<file path="src/rtl/cstc_pkg.sv">
package cstc_pkg;
   typedef enum logic [1:0] {
      ST_IDLE = 2'd0,
      ST_ACT  = 2'd1,
      ST_GAP  = 2'd2
   } seq_state_e;
endpackage

</file>
<file path="src/rtl/cstc_cfg_bank.sv">
module cstc_cfg_bank #(
   parameter int NUM_CS       = 6,
   parameter int WAIT_W       = 6,
   parameter int XW_W         = 3,
   parameter int GAP_W        = 2,
   parameter int CS0_RST_WAIT = 62,
   parameter int SEL_W        = 3,
   parameter int WORD_W       = 13
) (
   input  logic              clk,
   input  logic              rst_n,
   input  logic              we,
   input  logic [SEL_W-1:0]  wsel,
   input  logic [WORD_W-1:0] wdata,
   input  logic [SEL_W-1:0]  rsel,
   output logic [WORD_W-1:0] rdata,
   input  logic [SEL_W-1:0]  lsel,
   output logic [WAIT_W-1:0] l_wait,
   output logic [XW_W-1:0]   l_xw,
   output logic [GAP_W-1:0]  l_gap,
   output logic              l_byp
);
   localparam int BYP_B    = 0;
   localparam int XW_LSB   = 1;
   localparam int RSV_B    = XW_LSB + XW_W;
   localparam int WAIT_LSB = RSV_B + 1;
   localparam int GAP_LSB  = WAIT_LSB + WAIT_W;

   if (GAP_LSB + GAP_W != WORD_W) begin : g_bad_word
      $error("cstc_cfg_bank: WORD_W does not match field widths");
   end

   logic [WAIT_W-1:0] wait_r [NUM_CS];
   logic [XW_W-1:0]   xw_r   [NUM_CS];
   logic [GAP_W-1:0]  gap_r  [NUM_CS];
   logic              byp_r  [NUM_CS];

   for (genvar i = 0; i < NUM_CS; i++) begin : g_cs
      localparam logic [WAIT_W-1:0] RST_W = (i == 0) ? WAIT_W'(CS0_RST_WAIT) : '0;
      always_ff @(posedge clk) begin
         if (!rst_n) begin
            wait_r[i] <= RST_W;
            xw_r[i]   <= '0;
            gap_r[i]  <= '0;
            byp_r[i]  <= 1'b0;
         end else if (we && wsel == SEL_W'(i)) begin
            wait_r[i] <= wdata[WAIT_LSB +: WAIT_W];
            xw_r[i]   <= wdata[XW_LSB +: XW_W];
            gap_r[i]  <= wdata[GAP_LSB +: GAP_W];
            byp_r[i]  <= wdata[BYP_B];
         end
      end
   end

   always_comb begin
      rdata  = '0;
      l_wait = '0;
      l_xw   = '0;
      l_gap  = '0;
      l_byp  = 1'b0;
      for (int i = 0; i < NUM_CS; i++) begin
         if (rsel == SEL_W'(i)) rdata = {gap_r[i], wait_r[i], 1'b0, xw_r[i], byp_r[i]};
         if (lsel == SEL_W'(i)) begin
            l_wait = wait_r[i];
            l_xw   = xw_r[i];
            l_gap  = gap_r[i];
            l_byp  = byp_r[i];
         end
      end
   end
endmodule

</file>
<file path="src/rtl/cstc_len_calc.sv">
module cstc_len_calc #(
   parameter int WAIT_W = 6,
   parameter int XW_W   = 3,
   parameter int GAP_W  = 2,
   parameter int SEL_W  = 3,
   parameter int LEN_W  = 8,
   parameter int ACK_CS = 5,
   parameter bit ACK_EN = 1'b1
) (
   input  logic [SEL_W-1:0]  cs_idx,
   input  logic              is_write,
   input  logic [WAIT_W-1:0] wait_code,
   input  logic [XW_W-1:0]   xw,
   input  logic [GAP_W-1:0]  gap,
   input  logic              byp,
   output logic [LEN_W-1:0]  len,
   output logic              ack_mode,
   output logic [GAP_W-1:0]  eff_gap
);
   logic [LEN_W-1:0] base_len;

   always_comb begin
      base_len = (wait_code <= WAIT_W'(1)) ? LEN_W'(2) : LEN_W'(wait_code) + LEN_W'(1);
      len      = base_len + (is_write ? LEN_W'(xw) : LEN_W'(0));
      eff_gap  = (is_write && byp) ? '0 : gap;
   end

   if (ACK_EN) begin : g_ack
      assign ack_mode = (cs_idx == SEL_W'(ACK_CS)) && (wait_code == {WAIT_W{1'b1}});
   end else begin : g_no_ack
      assign ack_mode = 1'b0;
   end
endmodule

</file>
<file path="src/rtl/cstc_seq.sv">
module cstc_seq
   import cstc_pkg::*;
#(
   parameter int NUM_CS = 6,
   parameter int SEL_W  = 3,
   parameter int LEN_W  = 8,
   parameter int GAP_W  = 2
) (
   input  logic              clk,
   input  logic              rst_n,
   input  logic              req_ok,
   input  logic [SEL_W-1:0]  req_cs,
   input  logic [LEN_W-1:0]  len,
   input  logic              ack_mode,
   input  logic [GAP_W-1:0]  eff_gap,
   input  logic              ack_in,
   output logic              ready,
   output logic [NUM_CS-1:0] cs_n,
   output logic              done
);
   seq_state_e        state;
   logic [LEN_W-1:0]  cnt;
   logic [GAP_W-1:0]  gcnt;
   logic [GAP_W-1:0]  gap_q;
   logic              ack_q;
   logic              finish;
   logic [NUM_CS-1:0] sel_oh;

   always_comb begin
      for (int i = 0; i < NUM_CS; i++) sel_oh[i] = (req_cs == SEL_W'(i));
   end

   assign ready  = (state == ST_IDLE);
   assign finish = ack_q ? ack_in : (cnt == '0);

   always_ff @(posedge clk) begin
      if (!rst_n) begin
         state <= ST_IDLE;
         cnt   <= '0;
         gcnt  <= '0;
         gap_q <= '0;
         ack_q <= 1'b0;
         cs_n  <= '1;
         done  <= 1'b0;
      end else begin
         done <= 1'b0;
         case (state)
            ST_IDLE: if (req_ok) begin
               state <= ST_ACT;
               cs_n  <= ~sel_oh;
               cnt   <= len - LEN_W'(1);
               ack_q <= ack_mode;
               gap_q <= eff_gap;
            end
            ST_ACT: if (finish) begin
               cs_n <= '1;
               done <= 1'b1;
               if (gap_q != '0) begin
                  state <= ST_GAP;
                  gcnt  <= gap_q - GAP_W'(1);
               end else begin
                  state <= ST_IDLE;
               end
            end else begin
               cnt <= cnt - LEN_W'(1);
            end
            ST_GAP: if (gcnt == '0) state <= ST_IDLE;
                    else gcnt <= gcnt - GAP_W'(1);
            default: state <= ST_IDLE;
         endcase
      end
   end

   p_one_strobe_r8: assert property (@(posedge clk) disable iff (!rst_n)
      $onehot0(~cs_n));
   p_idle_negated_r8: assert property (@(posedge clk) disable iff (!rst_n)
      ready |-> (&cs_n));
   p_done_single_r7: assert property (@(posedge clk) disable iff (!rst_n)
      done |=> !done);
   p_done_negated_r7: assert property (@(posedge clk) disable iff (!rst_n)
      done |-> (&cs_n));
   p_ack_hold_r5: assert property (@(posedge clk) disable iff (!rst_n)
      (state == ST_ACT && ack_q && !ack_in) |=> (state == ST_ACT && !(&cs_n)));
   p_gap_blocks_r3: assert property (@(posedge clk) disable iff (!rst_n)
      (done && gap_q != '0) |-> !ready);
endmodule

</file>
<file path="src/rtl/cstc_top.sv">
module cstc_top #(
   parameter int NUM_CS       = 6,
   parameter int WAIT_W       = 6,
   parameter int XW_W         = 3,
   parameter int GAP_W        = 2,
   parameter int ACK_CS       = 5,
   parameter bit ACK_EN       = 1'b1,
   parameter int CS0_RST_WAIT = 62,
   localparam int SEL_W       = (NUM_CS > 1) ? $clog2(NUM_CS) : 1,
   localparam int WORD_W      = GAP_W + WAIT_W + 1 + XW_W + 1
) (
   input  logic              clk,
   input  logic              rst_n,
   input  logic              cfg_we,
   input  logic [SEL_W-1:0]  cfg_sel,
   input  logic [WORD_W-1:0] cfg_wdata,
   output logic [WORD_W-1:0] cfg_rdata,
   input  logic              req,
   input  logic              req_write,
   input  logic [SEL_W-1:0]  req_cs,
   output logic              ready,
   input  logic              ack_in,
   output logic [NUM_CS-1:0] cs_n,
   output logic              done
);
   localparam int LEN_W = ((WAIT_W > XW_W) ? WAIT_W : XW_W) + 2;

   if (NUM_CS < 2) begin : g_bad_n
      $error("cstc_top: NUM_CS must be at least 2");
   end
   if (CS0_RST_WAIT >= (1 << WAIT_W)) begin : g_bad_rst
      $error("cstc_top: CS0_RST_WAIT exceeds wait field");
   end
   if (ACK_EN && ACK_CS >= NUM_CS) begin : g_bad_ack
      $error("cstc_top: ACK_CS out of range");
   end

   logic [WAIT_W-1:0] l_wait;
   logic [XW_W-1:0]   l_xw;
   logic [GAP_W-1:0]  l_gap;
   logic              l_byp;
   logic [LEN_W-1:0]  len;
   logic              ack_mode;
   logic [GAP_W-1:0]  eff_gap;
   logic              req_ok;

   assign req_ok = req && (32'(req_cs) < NUM_CS);

   cstc_cfg_bank #(
      .NUM_CS(NUM_CS), .WAIT_W(WAIT_W), .XW_W(XW_W), .GAP_W(GAP_W),
      .CS0_RST_WAIT(CS0_RST_WAIT), .SEL_W(SEL_W), .WORD_W(WORD_W)
   ) u_bank (
      .clk(clk), .rst_n(rst_n), .we(cfg_we), .wsel(cfg_sel), .wdata(cfg_wdata),
      .rsel(cfg_sel), .rdata(cfg_rdata), .lsel(req_cs),
      .l_wait(l_wait), .l_xw(l_xw), .l_gap(l_gap), .l_byp(l_byp)
   );

   cstc_len_calc #(
      .WAIT_W(WAIT_W), .XW_W(XW_W), .GAP_W(GAP_W), .SEL_W(SEL_W),
      .LEN_W(LEN_W), .ACK_CS(ACK_CS), .ACK_EN(ACK_EN)
   ) u_len (
      .cs_idx(req_cs), .is_write(req_write), .wait_code(l_wait), .xw(l_xw),
      .gap(l_gap), .byp(l_byp), .len(len), .ack_mode(ack_mode), .eff_gap(eff_gap)
   );

   cstc_seq #(
      .NUM_CS(NUM_CS), .SEL_W(SEL_W), .LEN_W(LEN_W), .GAP_W(GAP_W)
   ) u_seq (
      .clk(clk), .rst_n(rst_n), .req_ok(req_ok), .req_cs(req_cs), .len(len),
      .ack_mode(ack_mode), .eff_gap(eff_gap), .ack_in(ack_in),
      .ready(ready), .cs_n(cs_n), .done(done)
   );
endmodule

</file>
<file path="config.mk">
export PLATFORM = sky130hd
export DESIGN_NAME = cstc_top
export DESIGN_NICKNAME = d
export VERILOG_FILES = /design/src/rtl/cstc_pkg.sv /design/src/rtl/cstc_cfg_bank.sv /design/src/rtl/cstc_len_calc.sv /design/src/rtl/cstc_seq.sv /design/src/rtl/cstc_top.sv
export SDC_FILE = /design/constraint.sdc
export NUM_CORES = 1
export LEC_CHECK = 0
export ABC_CLOCK_PERIOD_IN_PS = 4500
export BUFFER_PORTS_ARGS = -buffer_cell sky130_fd_sc_hd__buf_2
export CORE_UTILIZATION = 40
export DETAILED_ROUTE_END_ITERATION = 7
export PLACE_DENSITY = 0.53
export SLEW_MARGIN = 0
export SYNTH_ARGS = -nofsm -noshare
export SYNTH_HDL_FRONTEND = slang
export SYNTH_SLANG_ARGS = --single-unit
</file>
<file path="constraint.sdc">
create_clock -name clk -period 4.5 [get_ports clk]
set_clock_uncertainty 0.2 [all_clocks]
set_input_delay 0 -clock clk [delete_from_list [all_inputs] [get_ports clk]]
set_output_delay 0 -clock clk [all_outputs]
set_load 0.02 [all_outputs]
</file>
# --- Word level (Yosys, flattened, before mapping) ---
# Memories as Yosys holds them, arrays and structs flattened.
# Index checks and enable logic that the tools add are counted.
totals:
  reg_bits: 22
  rom_bits: 0
  ramBits: 72
  wordCells: 179
  output_inout_bits: 21
  latch_bits: 0
  mem_count: 4
  inputBits: 25
classes:
  eq_ne: 19
  n_reduce_logical: 23
  div_mod_pow: 0
  mul: 0
  n_addsub: 6
  shifts: 0
  n_bitwise: 25
  muxes: 93
  magnitude_cmp: 2
memory_table:
  columns: ["name", "depth", "word_bits", "rd", "rd_clocked_by_memory_dff", "wr", "line_no", "rtl"]
  rows:
  - ["u_bank.wait_r", 6, 6, 6, 0, 6, "cstc_cfg_bank.sv:33", "logic [WAIT_W-1:0] wait_r [NUM_CS];"]
  - ["u_bank.xw_r", 6, 3, 6, 0, 6, "cstc_cfg_bank.sv:34", "logic [XW_W-1:0] xw_r [NUM_CS];"]
  - ["u_bank.gap_r", 6, 2, 6, 0, 6, "cstc_cfg_bank.sv:35", "logic [GAP_W-1:0] gap_r [NUM_CS];"]
  - ["u_bank.byp_r", 6, 1, 6, 0, 6, "cstc_cfg_bank.sv:36", "logic byp_r [NUM_CS];"]
ops:
  columns: ["operator", "n"]
  rows:
  - ["$mux W6", 14]
  - ["$mux W13", 6]
  - ["$mux W2", 20]
  - ["$mux W3", 13]
  - ["$mux W1", 33]
  - ["$mux W8", 3]
  - ["$or A1 B1 Y1", 24]
  - ["$pmux W8 S2", 1]
  - ["$sub A8 B1 Y8 const B", 2]
  - ["$eq A3 B2 Y1 const B", 4]
  - ["$eq A3 B3 Y1 const B", 4]
  - ["$pmux W6 S2", 1]
  - ["$logic_and A1 B1 Y1", 9]
  - ["$reduce_and A3 Y1", 3]
  - ["$add A8 B8 Y8", 1]
  - ["$logic_not A8 Y1", 1]
  - ["$ne A2 B1 Y1 const B", 4]
  - ["$add A6 B1 Y7 const B", 1]
  - ["$eq A3 B1 Y1 const B", 2]
  - ["$eq A6 B6 Y1 const B", 1]
  - ["$le A6 B1 Y1 const B", 1]
  - ["$logic_not A3 Y1", 2]
  - ["$not A6 Y6", 1]
  - ["$pmux W2 S3", 1]
  - ["other kinds (10)", 16]

# --- Longest topological paths before layout ---
logic_depth:
  word_depth: 13
  ltp_mapped: 19
  depth_no_buf: 18

# --- Hierarchy ---
# Synthesis repeated with hierarchy kept, for this count alone.
unflattened:
  cells_unflattened: 535
  hier_area_um2: 5875.6
modules_own_cells:
  columns: ["module", "instances", "area_each_um2", "cells_each", "seq_area_each_um2"]
  rows:
  - ["cstc_cfg_bank", 1, 4189.0, 327, 2152.1]
  - ["cstc_seq", 1, 1247.4, 151, 440.4]
  - ["cstc_len_calc", 1, 427.9, 56, 0.0]
  - ["cstc_top", 1, 11.3, 1, 0.0]

# --- Least setup slack after synthesis ---
# No wires, ideal clock.
synth_timing:
  path_kind: "register -> register"
  startpoint: "memory u_bank.wait_r[5][1], in the netlist u_bank.wait_r[2][7]"
  endpoint: "register u_seq.cnt[7]"
  synth_period_minus_slack_ps: 3751
  setup_ps: 133
  t_required_ps: 4167
  path_buffers: 0
  setup_slack_ps: 749
  path_stages_with_launch: 17
  t_arrival_ps: 3418
  cell_sequence: "edfxtp_1 > mux2_2 > a222oi_1 > ha_1 > o2111ai_1 > nand2b_1 > nor2b_1 > ha_1 > inv_1 > ha_1 > fa_1 > a21o_1 > a21oi_1 > o21bai_1 > a21oi_1 > xnor2_1 > a21oi_1"
synth_rtl:
  columns: ["item", "line_no", "rtl"]
  rows:
  - ["start: declaration", "cstc_cfg_bank.sv:33", null]
  - ["end signal: assignment", "cstc_seq.sv:51", "cnt <= len - LEN_W'(1);"]
  - ["end signal: assignment", "cstc_seq.sv:65", "cnt <= cnt - LEN_W'(1);"]
  - ["end: declaration", "cstc_seq.sv:22", "logic [LEN_W-1:0] cnt;"]

# --- Worst setup path after layout ---
layout_timing:
  startpoint: "input req_cs[2]"
  endpoint: "register u_seq.cnt[5]"
layout_via:
  elab_chain_len: 13
  elab_cells_between_ends: 30
  cone_classes: "3 x add/sub; 2 x order compare; 6 x eq/ne; 16 x mux; 3 x reduce/logical"
layout_lines:
  columns: ["item", "line_no", "rtl"]
  rows:
  - ["start: declaration", "cstc_top.sv:20", "input logic [SEL_W-1:0] req_cs,"]
  - ["$logic_not A3 Y1", "cstc_cfg_bank.sv:63", "if (lsel == SEL_W'(i)) begin"]
  - ["$mux W6 (6 in series)", "cstc_cfg_bank.sv:63", null]
  - ["$add A6 B1 Y7 / $le A6 B1 Y1 (equally long branches)", "cstc_len_calc.sv:23", "base_len = (wait_code <= WAIT_W'(1)) ? LEN_W'(2) : LEN_W'(wait_code) + LEN_W'(1);"]
  - ["$mux W8", "cstc_len_calc.sv:23", null]
  - ["$add A8 B8 Y8", "cstc_len_calc.sv:24", "len = base_len + (is_write ? LEN_W'(xw) : LEN_W'(0));"]
  - ["$sub A8 B1 Y8", "cstc_seq.sv:51", null]
  - ["$mux W8", "cstc_seq.sv:48", "ST_IDLE: if (req_ok) begin"]
  - ["$pmux W8 S2", "cstc_seq.sv:47", "case (state)"]
# Parallel ways exist; a longest one is shown, timed or not. The select of a mux whose other input is x is not followed.
# A chain may end at the register's enable or synchronous reset.

==> results.cfg <==
[floorplanning]
dieWidth_um = 119
fp.dieH_um = 119
core_area_um2 = 13200
core.rowCount = 42
io_pins = 46
start_util = 0.411
die_area_um2 = 14100

[critical_path]
slowest_delay_ns = 0.53
cp_common_cell = ha_1
required_ns = 4.52
endpoint_kind = register
path_delay_family = compound AO/OA/AOI/OAI gates
crit_path_start_kind = primary input
r2r_cells = 17
cp_max_fo = 10
worstPathArrival_ns = 4.12
cp_slowest_cell = dlygate4sd3_1
worstSetupPathType = primary input to register
path_buf_inv = 5
cp.depth = 20
cp_cell_sequence = dlygate4sd3_1 -> buf_2 -> inv_1 -> nor2_1 -> a222oi_1 -> buf_4 -> ha_1 -> o2111ai_1 -> nand2b_1 -> nor2b_1 -> ha_1 -> inv_1 -> ha_1 -> fa_1 -> a21o_1 -> a21oi_1 -> xnor2_1 -> o21ai_0 -> a22oi_1 -> nor2_1

[synthesis]
yosysMostFrequentCell = edfxtp_1
syn_area_um2 = 5450
ys_types = 58
synth_cells = 529
synth_top_area_share = 0.391
ys_async_sr_fraction = 0
synthFlopType = edfxtp_1
synthTopCellsByArea = edfxtp_1, dfxtp_1, and2_1, mux2i_1, ha_1
yosysWarnings = 0
syn_nets = 569
synth-edff-count = 71
synth_top_cell_by_area = edfxtp_1
ys_top_cells_by_count = edfxtp_1, and2_1, nor2_1
ys_seq_area_frac = 0.476
syn_avg_cell_area_um2 = 10.3
ys_seq_elements = 94

[drt]
drtAntennaViolNets = 0
drtIter0Drc = 352
vias = 4278
via_per_inst = 5.63
post_drt_wl_per_cell_um = 20.0
routed_wl_um = 15200
first_pass_iters = 5
drc = 0

[global_route]
first_global_vias = 4287
antenna_found_initial = 0
grt_max_degree = 30
grt_pass1_wl_um = 23800
grt_overflow_total = 0
track_usage = 0.227

[placed_design]
portBuffers = 43
dp_hpwl_um = 10200
place_area_um2 = 5840
gp_congestion = 0.834

[clocking]
clk_latency_ns = 0.35
clock_path_buffers = 2
htreeDepth = 3
clock-sinks = 94
cts-buffers-inserted = 9
cts_tree = yes
root_buffer = clkbuf_16
clkTransAtPathRegs_ns = 0.07
cts_resized = 0

[final_layout]
syn_to_final_growth_pct = 15.8
diodes = 0
finish.utilization = 0.477
nFillCells = 1270
nets = 619
design_area_um2 = 6310
layout-drive-gt1-share = 0.166

[power_and_ir_drop]
power-per-cell-area_nw_per_um2 = 378
power_leakage_nw = 2.49
vdd_drop_max_mv = 0.223

[timing]
fmax_mhz = 244
grt_setup_unrepaired = no
setup_viol = 0
drv_slew = 0
worst_slew_pin_slew_ns = 1.12
period_minus_slack_ns = 4.10
setup_tns_ns = 0
finalHoldViolCount = 0
max_slew_margin = 0.254
finalCritPeriodShare = 0.910

[outcome]
status = complete, no violations

[worst_hold_path]
hold_path_depth = 4
hp-class = primary input to register

[flow_run]
drv_cap = 0
-- timing repair --
| item | CTS | global route |
|---|---|---|
| buffers inserted | 0 | 2 |
| hold endpoints to repair | 82 | 0 |
| hold buffers | 17 | 0 |
| setup endpoints to repair | 0 | 2 |
-- state kept, by name, indices dropped and copies added (netlist names), 6 cells and up --
signal	count
u_bank.byp_r	6
u_bank.xw_r	18
u_seq.cs_n	6
u_seq.cnt	8
u_bank.gap_r	12
u_bank.wait_r	36
-- worst register-to-register path, cell delays in order (launching register included) --
cell and delay, ns:
edfxtp_1 0.39, mux2_2 0.28, a222oi_1 0.29, buf_4 0.19, ha_1 0.14, o2111ai_1 0.15
nand2b_1 0.19, nor2b_1 0.13, ha_1 0.26, inv_1 0.04, ha_1 0.23, fa_1 0.41
a21o_1 0.18, a21oi_1 0.21, xnor2_1 0.14, o21ai_0 0.09, a22oi_1 0.21, nor2_1 0.05
-- cell usage in the layout, fill, tap and decap left out, types with 15 or more instances in the layout --
cell            n
o21ai_0        22
dlygate4sd3_1  17
nand2b_1       15
inv_1          25
dfxtp_1        23
and2_1         56
mux2i_1        32
buf_2          43
edfxtp_1       71
nor2_1         42
a21oi_1        17
nand2_1        36
-- worst paths after layout --
| check | from | slack [ns] | endpoint |
|---|---|---|---|
| worst min-delay path | req_write | 0.004 | u_seq.gap_q[1]$_SDFFE_PN0P_ |
| worst max register to register | u_bank.wait_r[2][1]$_SDFFCE_PN0P_ | 0.58 | u_seq.cnt[5]$_SDFFE_PN0P_ |
| worst max-delay path | req_cs[2] | 0.40 | u_seq.cnt[5]$_SDFFE_PN0P_ |
| worst min register to register | u_seq.cs_n[2]$_SDFFE_PN1P_ | 0.29 | u_seq.cs_n[2]$_SDFFE_PN1P_ |
-- layout make-up --
cell class                 instances  area, um^2  share of cell area
sequential                        94        2590               0.411
clock buffer                       9         225              0.0357
clock inverter                     7        65.1              0.0103
tap                              176         220              0.0349
timing repair buffer              72         475              0.0753
multi-input combinational        377        2640               0.418
inverter                          25        93.8              0.0149
-- power by group --
part	switching [W]	internal, W
clock	0.000343	0.000427
sequential	0.0000523	0.00100
combinational	0.000330	0.000232
total	0.000725	0.00166
-- cell families (layout without fill, tap and decap cells) --
logic type,count (synthesis),in the layout,synth area share
buffers and inverters,58,113,0.0439
XOR/XNOR,8,8,0.0129
AND/OR/NAND/NOR,193,193,0.187
flip-flops,94,94,0.476
other,1,1,0.000688
adder cells (fa/ha/maj),15,15,0.0358
AO/OA/AOI/OAI,113,113,0.139
multiplexers,47,47,0.104
-- layer usage --
metal  part of all wire  wire length (um)  track usage
met5                  0                 0            0
met4              0.016               238       0.0799
met3              0.042               634       0.0430
met2               0.50              7620        0.381
met1               0.44              6740        0.291
-- through the flow --
stage | power, W | setup WS (ns) | std cells | hold WS, ns
2_1_floorplan | 0.00146 | 0.749 | 529 | -0.0528
3_3_place_gp | 0.00161 | 0.289 | 725 | 0.110
3_5_place_dp | 0.00162 | 0.158 | 725 | 0.136
4_1_cts | 0.00239 | 0.124 | 758 | 0.00610
5_1_grt | 0.00250 | 0.0975 | 760 | 0.0474
6_report | 0.00239 | 0.405 | 760 | 0.00409
Note: power is estimated with default switching activity, not from simulation.
